File: config.mk
export PLATFORM = sky130hd
export DESIGN_NAME = sar_rx
export DESIGN_NICKNAME = d
export VERILOG_FILES = /design/src/rtl/sar_pkg.sv /design/src/rtl/sar_bit_sampler.sv /design/src/rtl/sar_zero_det.sv /design/src/rtl/sar_rx.sv
export SDC_FILE = /design/constraint.sdc
export NUM_CORES = 1
export LEC_CHECK = 0
export ABC_AREA = 1
export BUFFER_PORTS_ARGS = -buffer_cell sky130_fd_sc_hd__buf_2
export CELL_PAD_IN_SITES_DETAIL_PLACEMENT = 0
export CELL_PAD_IN_SITES_GLOBAL_PLACEMENT = 2
export CORE_MARGIN = 5
export CORE_UTILIZATION = 30
export DETAILED_ROUTE_END_ITERATION = 16
export PLACE_DENSITY_LB_ADDON = 0.1
export SYNTH_ARGS = -nofsm -noshare
export SYNTH_HDL_FRONTEND = slang
export SYNTH_HIERARCHICAL = 1
export SYNTH_SLANG_ARGS = --single-unit
export TNS_END_PERCENT = 30
File: constraint.sdc
create_clock -name clk -period 5.39 [get_ports clk]
set_input_delay 0.8085 -clock clk [delete_from_list [all_inputs] [get_ports clk]]
set_output_delay 0.8085 -clock clk [all_outputs]
set_load 0.01 [all_outputs]
File: src/rtl/sar_pkg.sv
package sar_pkg;

    localparam int SAMPLE_W = 24;
    localparam int CNT_W    = 6;

    typedef enum logic [1:0] {
        FMT_LJ  = 2'd0,
        FMT_I2S = 2'd1,
        FMT_RJ  = 2'd2,
        FMT_DSP = 2'd3
    } sar_fmt_e;

    // word length code to bit count
    function automatic logic [CNT_W-1:0] word_bits(input logic [1:0] code);
        case (code)
            2'd0:    word_bits = CNT_W'(16);
            2'd1:    word_bits = CNT_W'(18);
            2'd2:    word_bits = CNT_W'(20);
            default: word_bits = CNT_W'(24);
        endcase
    endfunction

    // keep the low N bits and extend their sign to the full sample width
    function automatic logic [SAMPLE_W-1:0] sign_fill(input logic [SAMPLE_W-1:0] v,
                                                      input logic [1:0] code);
        case (code)
            2'd0:    sign_fill = {{8{v[15]}}, v[15:0]};
            2'd1:    sign_fill = {{6{v[17]}}, v[17:0]};
            2'd2:    sign_fill = {{4{v[19]}}, v[19:0]};
            default: sign_fill = v;
        endcase
    endfunction

endpackage

File: src/rtl/sar_bit_sampler.sv
module sar_bit_sampler (
    input  logic clk,
    input  logic rst_n,
    input  logic bclk_i,
    input  logic fclk_i,
    input  logic sd_a_i,
    input  logic sd_b_i,
    output logic bit_en_o,
    output logic f_now_o,
    output logic f_prev_o,
    output logic a_bit_o,
    output logic b_bit_o
);

    typedef struct packed {
        logic bclk;
        logic fprev;
    } smp_state_t;

    smp_state_t s_d, s_q;

    always_comb begin
        s_d      = s_q;
        s_d.bclk = bclk_i;
        if (bclk_i && !s_q.bclk) begin
            s_d.fprev = fclk_i;
        end
    end

    always_ff @(posedge clk) begin
        if (!rst_n) begin
            s_q <= '0;
        end else begin
            s_q <= s_d;
        end
    end

    assign bit_en_o = bclk_i && !s_q.bclk;
    assign f_now_o  = fclk_i;
    assign f_prev_o = s_q.fprev;
    assign a_bit_o  = sd_a_i;
    assign b_bit_o  = sd_b_i;

    // a bit event never spans two system clocks
    p_single_bit_event_r7: assert property (@(posedge clk) disable iff (!rst_n)
        bit_en_o |=> !bit_en_o);

endmodule

File: src/rtl/sar_zero_det.sv
module sar_zero_det #(
    parameter int ZERO_RUN = 1024,
    parameter int WORD_W   = 24
) (
    input  logic              clk,
    input  logic              rst_n,
    input  logic              smp_en_i,
    input  logic [WORD_W-1:0] smp_i,
    output logic              zero_o
);

    localparam int RUN_W = $clog2(ZERO_RUN + 1);

    typedef struct packed {
        logic [RUN_W-1:0] run;
        logic             flag;
    } zd_state_t;

    zd_state_t s_d, s_q;

    always_comb begin
        s_d = s_q;
        if (smp_en_i) begin
            if (smp_i == '0) begin
                if (s_q.run != RUN_W'(ZERO_RUN)) begin
                    s_d.run = s_q.run + 1'b1;
                end
                s_d.flag = (s_d.run == RUN_W'(ZERO_RUN));
            end else begin
                s_d.run  = '0;
                s_d.flag = 1'b0;
            end
        end
    end

    always_ff @(posedge clk) begin
        if (!rst_n) begin
            s_q <= '0;
        end else begin
            s_q <= s_d;
        end
    end

    assign zero_o = s_q.flag;

    p_zero_clears_r8: assert property (@(posedge clk) disable iff (!rst_n)
        (smp_en_i && smp_i != '0) |=> !zero_o);

    p_zero_holds_r8: assert property (@(posedge clk) disable iff (!rst_n)
        !smp_en_i |=> $stable(zero_o));

endmodule

File: src/rtl/sar_rx.sv
module sar_rx #(
    parameter int ZERO_RUN = 1024
) (
    input  logic        clk,
    input  logic        rst_n,
    input  logic [1:0]  fmt_i,
    input  logic [1:0]  wlen_i,
    input  logic        dual_i,
    input  logic        bclk_i,
    input  logic        fclk_i,
    input  logic        sdata_a_i,
    input  logic        sdata_b_i,
    output logic [23:0] left_o,
    output logic [23:0] right_o,
    output logic        valid_o,
    output logic        zero_l_o,
    output logic        zero_r_o
);
    import sar_pkg::*;

    localparam logic [CNT_W-1:0] CNT_MAX = '1;

    typedef struct packed {
        logic [CNT_W-1:0]    cnt;
        logic [SAMPLE_W-1:0] sha;
        logic [SAMPLE_W-1:0] shb;
        logic [SAMPLE_W-1:0] left;
        logic [SAMPLE_W-1:0] right;
        logic                valid;
    } rx_state_t;

    rx_state_t s_d, s_q;

    logic bit_en, f_now, f_prev, a_bit, b_bit;
    logic                left_en, right_en;
    logic [SAMPLE_W-1:0] left_w, right_w;

    sar_bit_sampler u_sampler (
        .clk      (clk),
        .rst_n    (rst_n),
        .bclk_i   (bclk_i),
        .fclk_i   (fclk_i),
        .sd_a_i   (sdata_a_i),
        .sd_b_i   (sdata_b_i),
        .bit_en_o (bit_en),
        .f_now_o  (f_now),
        .f_prev_o (f_prev),
        .a_bit_o  (a_bit),
        .b_bit_o  (b_bit)
    );

    always_comb begin
        logic [CNT_W-1:0]    nb;
        logic [CNT_W-1:0]    idx;
        logic [SAMPLE_W-1:0] sha_n, shb_n;
        logic                start, left_half;

        s_d       = s_q;
        s_d.valid = 1'b0;
        left_en   = 1'b0;
        right_en  = 1'b0;
        left_w    = '0;
        right_w   = '0;
        nb        = word_bits(wlen_i);
        sha_n     = {s_q.sha[SAMPLE_W-2:0], a_bit};
        shb_n     = {s_q.shb[SAMPLE_W-2:0], b_bit};

        if (dual_i) begin
            start = f_now && !f_prev;
        end else if (fmt_i == FMT_DSP) begin
            start = f_now;
        end else begin
            start = f_now ^ f_prev;
        end
        idx       = start ? '0 : ((s_q.cnt == CNT_MAX) ? CNT_MAX : s_q.cnt + 1'b1);
        left_half = (fmt_i == FMT_I2S) ? !f_now : f_now;

        if (bit_en) begin
            s_d.sha = sha_n;
            s_d.shb = shb_n;
            s_d.cnt = idx;
            if (dual_i) begin
                if (idx == nb - 1'b1) begin
                    left_en  = 1'b1;
                    right_en = 1'b1;
                    left_w   = sign_fill(sha_n, wlen_i);
                    right_w  = sign_fill(shb_n, wlen_i);
                end
            end else begin
                case (fmt_i)
                    FMT_LJ, FMT_I2S: begin
                        if (idx == ((fmt_i == FMT_LJ) ? nb - 1'b1 : nb)) begin
                            if (left_half) begin
                                left_en = 1'b1;
                                left_w  = sign_fill(sha_n, wlen_i);
                            end else begin
                                right_en = 1'b1;
                                right_w  = sign_fill(sha_n, wlen_i);
                            end
                        end
                    end
                    FMT_RJ: begin
                        // the word just closed lies in the bits before this edge
                        if (start) begin
                            if (f_prev) begin
                                left_en = 1'b1;
                                left_w  = sign_fill(s_q.sha, wlen_i);
                            end else begin
                                right_en = 1'b1;
                                right_w  = sign_fill(s_q.sha, wlen_i);
                            end
                        end
                    end
                    default: begin
                        if (idx == nb) begin
                            left_en = 1'b1;
                            left_w  = sign_fill(sha_n, wlen_i);
                        end
                        if (idx == {nb[CNT_W-2:0], 1'b0}) begin
                            right_en = 1'b1;
                            right_w  = sign_fill(sha_n, wlen_i);
                        end
                    end
                endcase
            end
        end

        if (left_en) begin
            s_d.left = left_w;
        end
        if (right_en) begin
            s_d.right = right_w;
            s_d.valid = 1'b1;
        end
    end

    always_ff @(posedge clk) begin
        if (!rst_n) begin
            s_q     <= '0;
            s_q.cnt <= CNT_MAX;
        end else begin
            s_q <= s_d;
        end
    end

    generate
        for (genvar ch = 0; ch < 2; ch++) begin : g_zero
            logic zf;
            sar_zero_det #(
                .ZERO_RUN (ZERO_RUN),
                .WORD_W   (SAMPLE_W)
            ) u_zero (
                .clk      (clk),
                .rst_n    (rst_n),
                .smp_en_i ((ch == 0) ? left_en : right_en),
                .smp_i    ((ch == 0) ? left_w : right_w),
                .zero_o   (zf)
            );
        end
    endgenerate

    assign zero_l_o = g_zero[0].zf;
    assign zero_r_o = g_zero[1].zf;
    assign left_o   = s_q.left;
    assign right_o  = s_q.right;
    assign valid_o  = s_q.valid;

    p_valid_from_bit_r7: assert property (@(posedge clk) disable iff (!rst_n)
        valid_o |-> $past(bit_en));

    p_samples_hold_r7: assert property (@(posedge clk) disable iff (!rst_n)
        !bit_en |=> ($stable(left_o) && $stable(right_o)));

    p_valid_one_cycle_r7: assert property (@(posedge clk) disable iff (!rst_n)
        valid_o |=> !valid_o);

endmodule

Word-level counts from Yosys, hierarchy flattened. Cells that the tools add are included.

Logic and storage cells: 95. Bits of input ports: 11. Bits in registers: 128. Output and inout bits: 51.

Muxes and demuxes: 54. Bitwise logic cells: 1. $add $sub $neg: 4. Equal/unequal tests: 14. Reduce and logical (&&, ||, !) cells: 10.

Operator list (number): 2-to-1 mux 24 bit (16); one-hot mux 24 bit (3 select lines) (3); one-hot mux 24 bit (2 select lines) (2); 2-to-1 mux 11 bit (6); zero test 24 bit (2); equality test 6 bit (4); 2-to-1 mux 12 bit (2); adder 11 x 1 -> 11 bit, second input constant (2); equality test 11 bit, second input constant (2); != test 11 bit, second input constant (2); 2-to-1 mux 1 bit (19); 2-to-1 mux 6 bit (3); one-hot mux 4 bit (3 select lines) (1); adder 6 x 1 -> 6 bit, second input constant (1); equality test 2 bit, second input constant (3); equality test 6 bit, second input constant (1); subtractor 6 x 1 -> 6 bit, second input constant (1); equality test 2 x 1 -> 1 bit, second input constant (2); zero test 2 bit (2); one-hot mux 1 bit (2 select lines) (2); zero test 1 bit (3); logical AND 1 bit (2); OR reduction 2 bit (1); bitwise XOR 1 bit (1).

Depth between registers and ports, before layout. Gate-level depths: netlist of run 1.

Depth in word-level cells: 14. Mapped depth: 28. Gate-level depth less buffers: 26.

Cells and area by module. Netlist of run 1, hierarchy kept.

By module, submodules not included: sar_rx (seq. area each 2042.0 µm², area an instance 6945.4 µm², times used 1, cells an instance 1179); sar_zero_det (seq. area each 240.2 µm², area an instance 920.9 µm², times used 2, cells an instance 152); sar_bit_sampler (seq. area each 40.0 µm², area an instance 103.8 µm², times used 1, cells an instance 15).

Worst setup path before layout of run 1. OpenSTA, ideal clock, no wires.

Kind: in2reg. Start point: input fclk_i. End point: register g_zero[1].u_zero/s_q[8] (netlist bit). Required time: 5.319 ns. Setup slack: 1.927 ns. Buffers on the path: 3. Cell stages on the path: 25. Library setup time: 0.071 ns. Arrival time: 3.392 ns. Path through: buf_4 > ha_1 > inv_1 > nand2_1 > nand3_1 > nand2_2 > buf_6 > nand2_1 > nand2_1 > nand2_1 > nand2_2 > nor2_8 > nand4_1 > nand2_1 > nand2_1 > nand2_1 > nand2_2 > buf_2 > inv_1 > inv_1 > nor3_1 > nand4_1 > nor2_4 > nand3_1 > a21oi_1.

Elaborated cells on any way between the ends: 28. Classes of those cells: 3 x eq/ne; 21 x mux; 1 x bitwise; 3 x reduce/logical.

RTL lines: start, declared (RTL line sar_rx.sv:10) `input logic fclk_i,`; bitwise XOR 1 bit (RTL line sar_rx.sv:73) `start = f_now ^ f_prev;`; 2-to-1 mux 1 bit (RTL line sar_rx.sv:70) `end else if (fmt_i == FMT_DSP) begin`; 2-to-1 mux 1 bit (RTL line sar_rx.sv:68) `if (dual_i) begin`; 2-to-1 mux 6 bit (RTL line sar_rx.sv:75) `idx = start ? '0 : ((s_q.cnt == CNT_MAX) ? CNT_MAX : s_q.cnt + 1'b1);`; equality test 6 bit (on tied branches) (RTL line sar_rx.sv:119, sar_rx.sv:92); 2-to-1 mux 1 bit (on tied branches) (RTL line sar_rx.sv:119, sar_rx.sv:92); one-hot mux 1 bit (2 select lines) (RTL line sar_rx.sv:90) `case (fmt_i)`; 2-to-1 mux 1 bit (*) (RTL line sar_rx.sv:82) `if (dual_i) begin`; 2-to-1 mux 1 bit (*) (RTL line sar_rx.sv:78) `if (bit_en) begin`; named net right_en (RTL line sar_rx.sv:35) `logic left_en, right_en;`; end signal, assigned (RTL line sar_zero_det.sv:38) `s_q <= '0;`; end signal, assigned (RTL line sar_zero_det.sv:40) `s_q <= s_d;`; end, declared (RTL line sar_zero_det.sv:19) `zd_state_t s_d, s_q;`.

The timed path passes the listed nets; every way through them passes the cells marked *. A chain may end at the register's enable or synchronous reset.

Worst setup path after layout of run 1.
Start point: input fmt_i[1]. End point: register g_zero[0].u_zero/s_q[8] (netlist bit).

Longest elaborated chain between the ends: 11. Elaborated cells on any way between the ends: 31. Classes of those cells: 6 x eq/ne; 22 x mux; 3 x reduce/logical.

Ends and longest elaborated chain: start, declared (RTL line sar_rx.sv:6) `input logic [1:0] fmt_i,`; equality test 2 bit (RTL line sar_rx.sv:70); 2-to-1 mux 1 bit (RTL line sar_rx.sv:70); 2-to-1 mux 1 bit (RTL line sar_rx.sv:68); 2-to-1 mux 6 bit (RTL line sar_rx.sv:75); equality test 6 bit (on tied branches) (RTL line sar_rx.sv:115, sar_rx.sv:92); 2-to-1 mux 24 bit (on tied branches) (RTL line sar_rx.sv:115, sar_rx.sv:92); one-hot mux 24 bit (2 select lines) (RTL line sar_rx.sv:90); 2-to-1 mux 24 bit (*) (RTL line sar_rx.sv:82); 2-to-1 mux 24 bit (*) (RTL line sar_rx.sv:78); named net left_w[4] (RTL line sar_rx.sv:36) `logic [SAMPLE_W-1:0] left_w, right_w;`; zero test 24 bit (*) (RTL line sar_zero_det.sv:24) `if (smp_i == '0) begin`; 2-to-1 mux 12 bit (*) (RTL line sar_zero_det.sv:24); end signal, assigned (RTL line sar_zero_det.sv:38); end signal, assigned (RTL line sar_zero_det.sv:40); end, declared (RTL line sar_zero_det.sv:19).

Marked as above.

==> impl_metrics.env, run 1 <==
export IMPL_leakage_nw=4.57
export IMPL_worstSetupStartpointType="input pin"
export IMPL_critical_path_reg2reg_startpoint="u_sampler/f_prev_o"
export IMPL_irDropWorstVdd_v=0.000186
export IMPL_clkLatencyLatePin_ps=430
export IMPL_layout_cells_sized_above_1_pct=11.9
export IMPL_postCtsResizedCells=0
export IMPL_maxSlewHeadroom_pct=36.5
export IMPL_synthesis_area_sq_um=8890
export IMPL_worst_clock_skew_ps=16.6
export IMPL_die_y_um=182
export IMPL_groute_layer_met1_usage_pct=23.8
export IMPL_max_cap_viol_count=0
export IMPL_final_min_period_over_clock_period_pct=80.4
export IMPL_via_count_of_the_first_global_routing_pass=8253
export IMPL_final_common_cell="nand2_1"
export IMPL_post_cts_buffers=0
export IMPL_gpl_final_weighted_congestion=0.811
export IMPL_power_density_nw_per_um2=279
export IMPL_clk_transition_reported_paths_ps=70
export IMPL_synth_net_count=1519
export IMPL_finalHoldViolations=0
export IMPL_synth_sequential_area_ratio_pct=28.8
export IMPL_worstHoldEndpoint="left_o[9]"
export IMPL_postPlaceCellArea_sq_um=9090
export IMPL_synthesis_instances=1498
export IMPL_drt_first_pass_iters=5
export IMPL_number_of_buffers_inserted_during_clock_tree_synthesis=17
export IMPL_cts_root_buffer="clkbuf_16"
export IMPL_finalSetupTns_ps=0
export IMPL_cts_sinks=128
export IMPL_synth_top_cells_by_area="dfxtp_1, nand2_1, nor2_1"
export IMPL_grt_met2_usage_pct=29.5
export IMPL_synth_compound_area_share_pct=13.3
export IMPL_synth_area_per_cell_sq_um=5.94
export IMPL_synth_lib_cells_used_distinct=41
export IMPL_yosys_register_bits=128
export IMPL_layout_min_cycle_time_ps=4330
export IMPL_clock_path_buffers=2
export IMPL_cp_arrival_ps=4680
export IMPL_finish_net_count=1493
export IMPL_final_antenna_net_count=0
export IMPL_synth_warn=6
export IMPL_totalWireLength_um=29000
export IMPL_synthAdderAreaFrac_pct=1.41
export IMPL_initial_core_util_pct=30.2
export IMPL_antenna_found_initial=0
export IMPL_h_tree_depth=4
export IMPL_global_route_usage_total_pct=17.5
export IMPL_tritoncts="built"
export IMPL_grt_pass1_wl_um=46700
export IMPL_power_switching_share_pct=33.2
export IMPL_synth_top_family_by_area="simple AND/OR/NAND/NOR gates"
export IMPL_hold_path_class="reg2reg"
export IMPL_detailroute_via_count=8518
export IMPL_intPower_w=0.00180
export IMPL_worstSetupPathType="in2reg"
export IMPL_worst_slew_pin_transition_ps=952
export IMPL_switchingPower_w=0.000897
export IMPL_global_route_overflow_total=0
export IMPL_flow_area_growth_from_synthesis_pct=8.78
export IMPL_rr_endpoint="g_zero[0].u_zero/s_q[8]"
export IMPL_vias_per_cell=4.54
export IMPL_hold_fix_buffers_at_cts=0
export IMPL_power_combinational_fraction_pct=17.2
export IMPL_synthDominantCellAreaShare_pct=28.8
export IMPL_synth_simple_gate_area_share_pct=39.5
export IMPL_hold_depth=2
export IMPL_post_route_drc_count=0
export IMPL_achievable_frequency_mhz=231
export IMPL_synthXorXnorAreaFrac_pct=2.11
export IMPL_timing_final_setup_violations=0
export IMPL_row_count=63
export IMPL_status="finished clean"
export IMPL_finalMaxSlewViolations=0
export IMPL_n_antenna_cell=0
export IMPL_cp_max_fo=24
export IMPL_share_clk_of_total_power_pct=44.3
export IMPL_dp_final_hpwl_um=20500
export IMPL_pin_count=62
export IMPL_post_synth_top_area_cell="dfxtp_1"
export IMPL_reg2reg_setup_slack_ps=1440
export IMPL_grt_max_degree=83
export IMPL_global_route_peak_usage_layer="met2"
export IMPL_rsz0062_at_grt="no"
export IMPL_worst_r2r_path_depth=22
export IMPL_crit_path_end_kind="flip-flop"
export IMPL_die_area_sq_um=33200
export IMPL_seq_power_share_pct=38.6
export IMPL_placement_io_buffers=61
export IMPL_coreArea_sq_um=29500
export IMPL_final_design_area_excluding_fillers_sq_um=9670
export IMPL_post_drt_wl_per_cell_um=15.5
export IMPL_grt_use_met3_pct=2.45
export IMPL_share_of_cell_area_taken_by_muxes_after_synthesis_pct=0
export IMPL_cp_data_required_time_ps=5740
export IMPL_hold_path_startpoint="left_o[9]"
export IMPL_most_frequent_cells_in_the_layout="nand2_1, nor2_1, inv_1"
export IMPL_detail_route_iter0_violations=371
export IMPL_die_width_um=182
-- logic make-up (layout without fill, tap and decap cells) --
| logic type | count (synthesis) | after routing |
|---|---|---|
| DFF | 128 | 128 |
| adders and majority gates | 10 | 10 |
| xor gates and xnor gates | 18 | 18 |
| buffers and inverters | 283 | 270 |
| AOI/OAI and AO/OA | 230 | 230 |
| and+or+nand+nor | 829 | 829 |
-- per-stage QoR --
stage / std cells / utilization (%) / hold slack (ps) / power [W] / worst slack [ps]
4_1_cts: 1875 / 32.8 / 467 / 0.00274 / 1010
3_3_place_gp: 1843 / 30.8 / 463 / 0.00154 / 631
6_report: 1875 / 32.8 / 465 / 0.00270 / 1060
2_1_floorplan: 1498 / - / 439 / 0.00141 / 1930
3_5_place_dp: 1843 / 30.8 / 458 / 0.00153 / 563
5_1_grt: 1875 / 32.8 / 500 / 0.00284 / 758
-- cell usage after synthesis (all sizes together) --
| master | count |
|---|---|
| o21ai | 142 |
| buf | 76 |
| o311ai | 1 |
| ha | 10 |
| o21a | 1 |
| clkinv | 3 |
| nor2 | 309 |
| o31ai | 1 |
| a21oi | 82 |
| o21bai | 1 |
| dfxtp | 128 |
| or2 | 9 |
| xor2 | 15 |
| nand3 | 73 |
| nand3b | 2 |
| a31oi | 1 |
| nor4 | 2 |
| o22ai | 1 |
| nand4 | 14 |
| and2 | 2 |
| xnor2 | 3 |
| inv | 160 |
| nand2 | 401 |
| nor3b | 1 |
| clkbuf | 44 |
| nor3 | 16 |
-- worst max-delay path, cell delays in order --
cell and delay, ps:
buf_2 450, clkinv_1 420, nand2_1 160, xor2_1 340, inv_1 240, nand3_4 160, clkinv_2 290, nand2_1 170
nand2_1 60, nor2_1 120, nor2_2 70, nor4_1 570, nand4_1 250, nor2_4 310, nand3_1 110, a21oi_1 130
-- how the worst max path moves through the flow --
stage             start                 endpoint  cells past startpoint
6_report       fmt_i[1]  g_zero[0].u_zero/s_q[8]                     16
5_1_grt        fmt_i[1]  g_zero[0].u_zero/s_q[9]                     16
4_1_cts        fmt_i[1]  g_zero[0].u_zero/s_q[8]                     16
3_5_place_dp   fmt_i[1]  g_zero[0].u_zero/s_q[6]                     16
3_3_place_gp   fmt_i[1]  g_zero[0].u_zero/s_q[8]                     16
2_1_floorplan    fclk_i  g_zero[1].u_zero/s_q[8]                     25
-- per-layer routing --
metal  share of wire [%]  up-vias  wire length (um)
li1                    -     4577                 -
met1                  49     3810             14100
met2                  47      111             13700
met3                 2.8       20               814
met4                 1.4        0               406
met5                   0        -                 0
-- power by group through the flow --
| stage | registers, W | clock network, W | logic, W |
|---|---|---|---|
| after floorplan | 0.00105 | 0 | 0.000367 |
| after global placement | 0.00106 | 0 | 0.000473 |
| after detailed placement | 0.00106 | 0 | 0.000467 |
| after CTS | 0.00104 | 0.00123 | 0.000469 |
| after global routing | 0.00105 | 0.00127 | 0.000528 |
| final | 0.00104 | 0.00119 | 0.000463 |
-- final cells by class --
class                           instances  area [sq um]
Fill cell                            3442         19800
Multi-Input combinational cell       1087          5010
Sequential cell                       128          2560
Inverter                              163           613
Tap cell                              390           488
Clock buffer                           18           439
Timing Repair Buffer                   75           410
Clock inverter                         14           146
-- state kept, by name, indices dropped and copies added (netlist names) --
name and cells:
left_o 24, u_sampler/f_prev_o 1, s_q 53, valid_o 1
right_o 24, g_zero.u_zero/s_q 22, g_zero.u_zero/zero_o 2, u_sampler/s_q 1
(Power assumes the default switching activity.)
==> inputs of run 2 (changes only) <==
ABC_AREA = 0   (was 1)
clock period = 3.54 ns   (was 5.39 ns; I/O delays follow)
==> run 2 against run 1 <==
First-iteration DRC count increased by 2.2%. The run now ends with setup timing left. Sequential share of layout area down 3.2 points. Critical endpoint is now g_zero[1].u_zero/s_q[3]. Largest cell class unchanged. Non-clock buffer count up 185. Flip-flop and latch count stayed put.
==> impl_metrics.env, run 2 <==
export IMPL_post_route_worst_setup_slack_ps=-328
export IMPL_synthAdderAreaFrac_pct=1.54
export IMPL_achievable_frequency_mhz=259
export IMPL_cp_arrival_ps=4220
export IMPL_clk_transition_reported_paths_ps=60
export IMPL_via_count_of_the_first_global_routing_pass=7665
export IMPL_most_common_cell_in_the_netlist="dfxtp_1"
export IMPL_dominantRegCellSynth="dfxtp_1"
export IMPL_m1_wire_length_um=13500
export IMPL_synth_sequential_area_ratio_pct=31.6
export IMPL_die_y_um=174
export IMPL_synthesis_instances=977
export IMPL_rr_endpoint="g_zero[1].u_zero/s_q[3]"
export IMPL_final_min_period_over_clock_period_pct=109
export IMPL_hold_path_class="in2reg"
export IMPL_cts_sinks=128
export IMPL_coreArea_sq_um=26800
export IMPL_die_area_sq_um=30400
export IMPL_antenna_found_initial=0
export IMPL_final_design_area_excluding_fillers_sq_um=11000
export IMPL_initial_core_util_pct=30.3
export IMPL_synth_warn=6
export IMPL_cp_max_fo=8
export IMPL_synthXorXnorAreaFrac_pct=1.73
export IMPL_final_common_cell="buf_4"
export IMPL_synth_top_family_by_area="simple AND/OR/NAND/NOR gates"
export IMPL_flow_area_growth_from_synthesis_pct=35.8
export IMPL_detail_route_iter0_violations=379
export IMPL_die_width_um=174
export IMPL_failed_checks="setup timing"
export IMPL_crit_chain="inv_2, ha_4, o311a_4, a41oi_2, a21oi_2, o2111ai_2, o22ai_2, buf_12, buf_6, a221o_1, and2_4, nor4_4, nand3_1, buf_6, or2_4, or4_4, a21boi_2"
export IMPL_critical_path_max_stage_delay_ps=480
export IMPL_top_register="s_q"
export IMPL_synth_async_reset_ratio_pct=0
export IMPL_pin_count=62
export IMPL_synth_simple_gate_area_share_pct=25.6
export IMPL_synth_enable_flop_cells=0
export IMPL_hold_fix_buffers_at_cts=0
export IMPL_maxSlewHeadroom_pct=36.8
export IMPL_final_antenna_net_count=0
export IMPL_synth_lib_cells_used_distinct=77
export IMPL_hold_depth=2
export IMPL_critPathMostFrequentCell="buf_6"
export IMPL_reg2reg_setup_slack_ps=-330
export IMPL_largest_reg_flops=53
export IMPL_worstHoldEndpoint="u_sampler/s_q[1]"
export IMPL_gpl_final_weighted_congestion=0.804
export IMPL_dp_final_hpwl_um=19500
export IMPL_layout_cells_non_filler=1481
export IMPL_row_count=60
export IMPL_detailroute_via_count=7694
export IMPL_most_numerous_cell_types_in_the_synthesized_netlist="dfxtp_1, nor2_1, nand2_1"
export IMPL_synth_net_count=998
export IMPL_timing_final_setup_violations=19
export IMPL_synthDominantCellAreaShare_pct=31.6
export IMPL_totalWireLength_um=26800
export IMPL_worstSetupStartpointType="flip-flop"
export IMPL_postPlaceCellArea_sq_um=9620
export IMPL_max_cap_viol_count=0
export IMPL_cp_data_required_time_ps=3890
export IMPL_crit_path_top_delay_cell="or4_4"
export IMPL_synth_top_cells_by_area="dfxtp_1, mux2i_1, nor2_1"
export IMPL_global_route_overflow_total=0
export IMPL_post_route_drc_count=0
export IMPL_routed_wl_met3_um=713
export IMPL_global_route_usage_total_pct=17.6
export IMPL_topRoutingLayerUsed="met4"
export IMPL_vias_per_cell=5.20
export IMPL_layout_cells_sized_above_1_pct=35.4
export IMPL_layout_min_cycle_time_ps=3870
export IMPL_synthesis_area_sq_um=8110
export IMPL_most_frequent_cells_in_the_layout="buf_4, dfxtp_1, nor2_1"
export IMPL_worst_clock_skew_ps=14.2
export IMPL_status="finished with violations"
export IMPL_finalHoldViolations=0
export IMPL_worst_slew_pin_transition_ps=949
export IMPL_post_synth_top_area_cell="dfxtp_1"
export IMPL_critical_path_reg2reg_startpoint="u_sampler/f_prev_o"
export IMPL_crit_path_end_kind="flip-flop"
export IMPL_dr_wl_met2_um=12200
export IMPL_placement_io_buffers=61
export IMPL_cts_root_buffer="clkbuf_16"
export IMPL_clkLatencyLatePin_ps=420
export IMPL_drt_first_pass_iters=4
export IMPL_hold_path_startpoint="bclk_i"
export IMPL_finalMaxSlewViolations=0
export IMPL_worst_r2r_path_depth=17
export IMPL_h_tree_depth=4
export IMPL_share_of_cell_area_taken_by_muxes_after_synthesis_pct=6.66
export IMPL_yosys_register_bits=128
export IMPL_finish_net_count=1148
export IMPL_post_drt_wl_per_cell_um=18.1
export IMPL_grt_pass1_wl_um=43300
export IMPL_power_density_nw_per_um2=387
export IMPL_rsz0062_at_grt="yes"
export IMPL_number_of_buffers_inserted_during_clock_tree_synthesis=17
export IMPL_numPlacedInstances=1420
export IMPL_clock_path_buffers=2
export IMPL_grt_max_degree=54
export IMPL_synth_area_per_cell_sq_um=8.30
export IMPL_n_antenna_cell=0
export IMPL_synth_compound_area_share_pct=22.8
export IMPL_irDropWorstVdd_v=0.000283
export IMPL_worstSetupPathType="reg2reg"
export IMPL_hold_slack_ps=360
export IMPL_leakage_nw=4.49
export IMPL_tritoncts="built"
==> run 2: cell count changes after synthesis, moves of 54 or more <==
cell / before / now
inv_1: 157 / 23
nor2_1: 272 / 113
mux2i_1: 0 / 54
nand2_1: 393 / 61
a21oi_1: 80 / 22
o21ai_0: 142 / 28
==> run 2: report_power, final <==
part / total [W] / internal (W) / switching, W
sequential: 0.00149 / 0.00146 / 0.0000265
clock: 0.00188 / 0.00117 / 0.000713
combinational: 0.000893 / 0.000446 / 0.000447
total: 0.00426 / 0.00308 / 0.00119
==> run 2: metal layers <==
metal | vias to the layer above | track usage (%)
li1 | 3848 | -
met1 | 3698 | 25.0
met2 | 126 | 27.9
met3 | 22 | 2.61
met4 | 0 | 4.49
met5 | - | 0
==> run 2: worst max path at each step <==
stage | start | end | slack (ps) | cells past startpoint
finish | u_sampler/f_prev_o | g_zero[1].u_zero/s_q[3] | -330 | 17
global route | u_sampler/f_prev_o | g_zero[1].u_zero/s_q[3] | -470 | 16
CTS | u_sampler/f_prev_o | g_zero[1].u_zero/s_q[3] | -290 | 16
detailed placement | fmt_i[0] | g_zero[1].u_zero/s_q[3] | -850 | 17
global placement | fclk_i | g_zero[1].u_zero/s_q[3] | -840 | 16
floorplan | fclk_i | g_zero[1].u_zero/s_q[3] | -540 | 17
==> run 2: area by class of cell <==
cell class	instances	area, sq um
Fill cell	2707	15800
Multi-Input combinational cell	697	5330
Sequential cell	128	2570
Timing Repair Buffer	260	1980
Clock buffer	20	467
Tap cell	341	427
Clock inverter	12	155
Inverter	23	86.3
==> run 2: cell families after synthesis <==
logic type | Yosys count
and+or+nand+nor | 382
AOI/OAI and AO/OA | 235
buffers and inverters | 152
DFF | 128
muxes | 54
xor gates and xnor gates | 16
adders and majority gates | 10
==> run 2: critical path, delay by kind of cell, from the launching register on <==
| family | cells | cell delay [ps] |
|---|---|---|
| adder cells (fa/ha/maj) | 1 | 240 |
| flip-flops | 1 | 330 |
| buffers and inverters | 4 | 500 |
| AND/OR/NAND/NOR | 5 | 1140 |
| AO/OA/AOI/OAI | 7 | 1570 |
==> run 2: through the flow <==
step	util (%)	setup WS, ps	total power, W	TNS [ps]
6_report	41.1	-328	0.00426	-3540
5_1_grt	41.1	-466	0.00446	-8300
4_1_cts	40.4	-291	0.00430	-3170
3_5_place_dp	35.9	-851	0.00225	-14480
3_3_place_gp	35.9	-839	0.00225	-15060
2_1_floorplan	-	-536	0.00192	-4550
==> run 2: what timing repair did <==
item	CTS	global route
pin swaps	34	34
buffers inserted	28	2
gates resized for setup	84	36
setup endpoints to repair	24	25
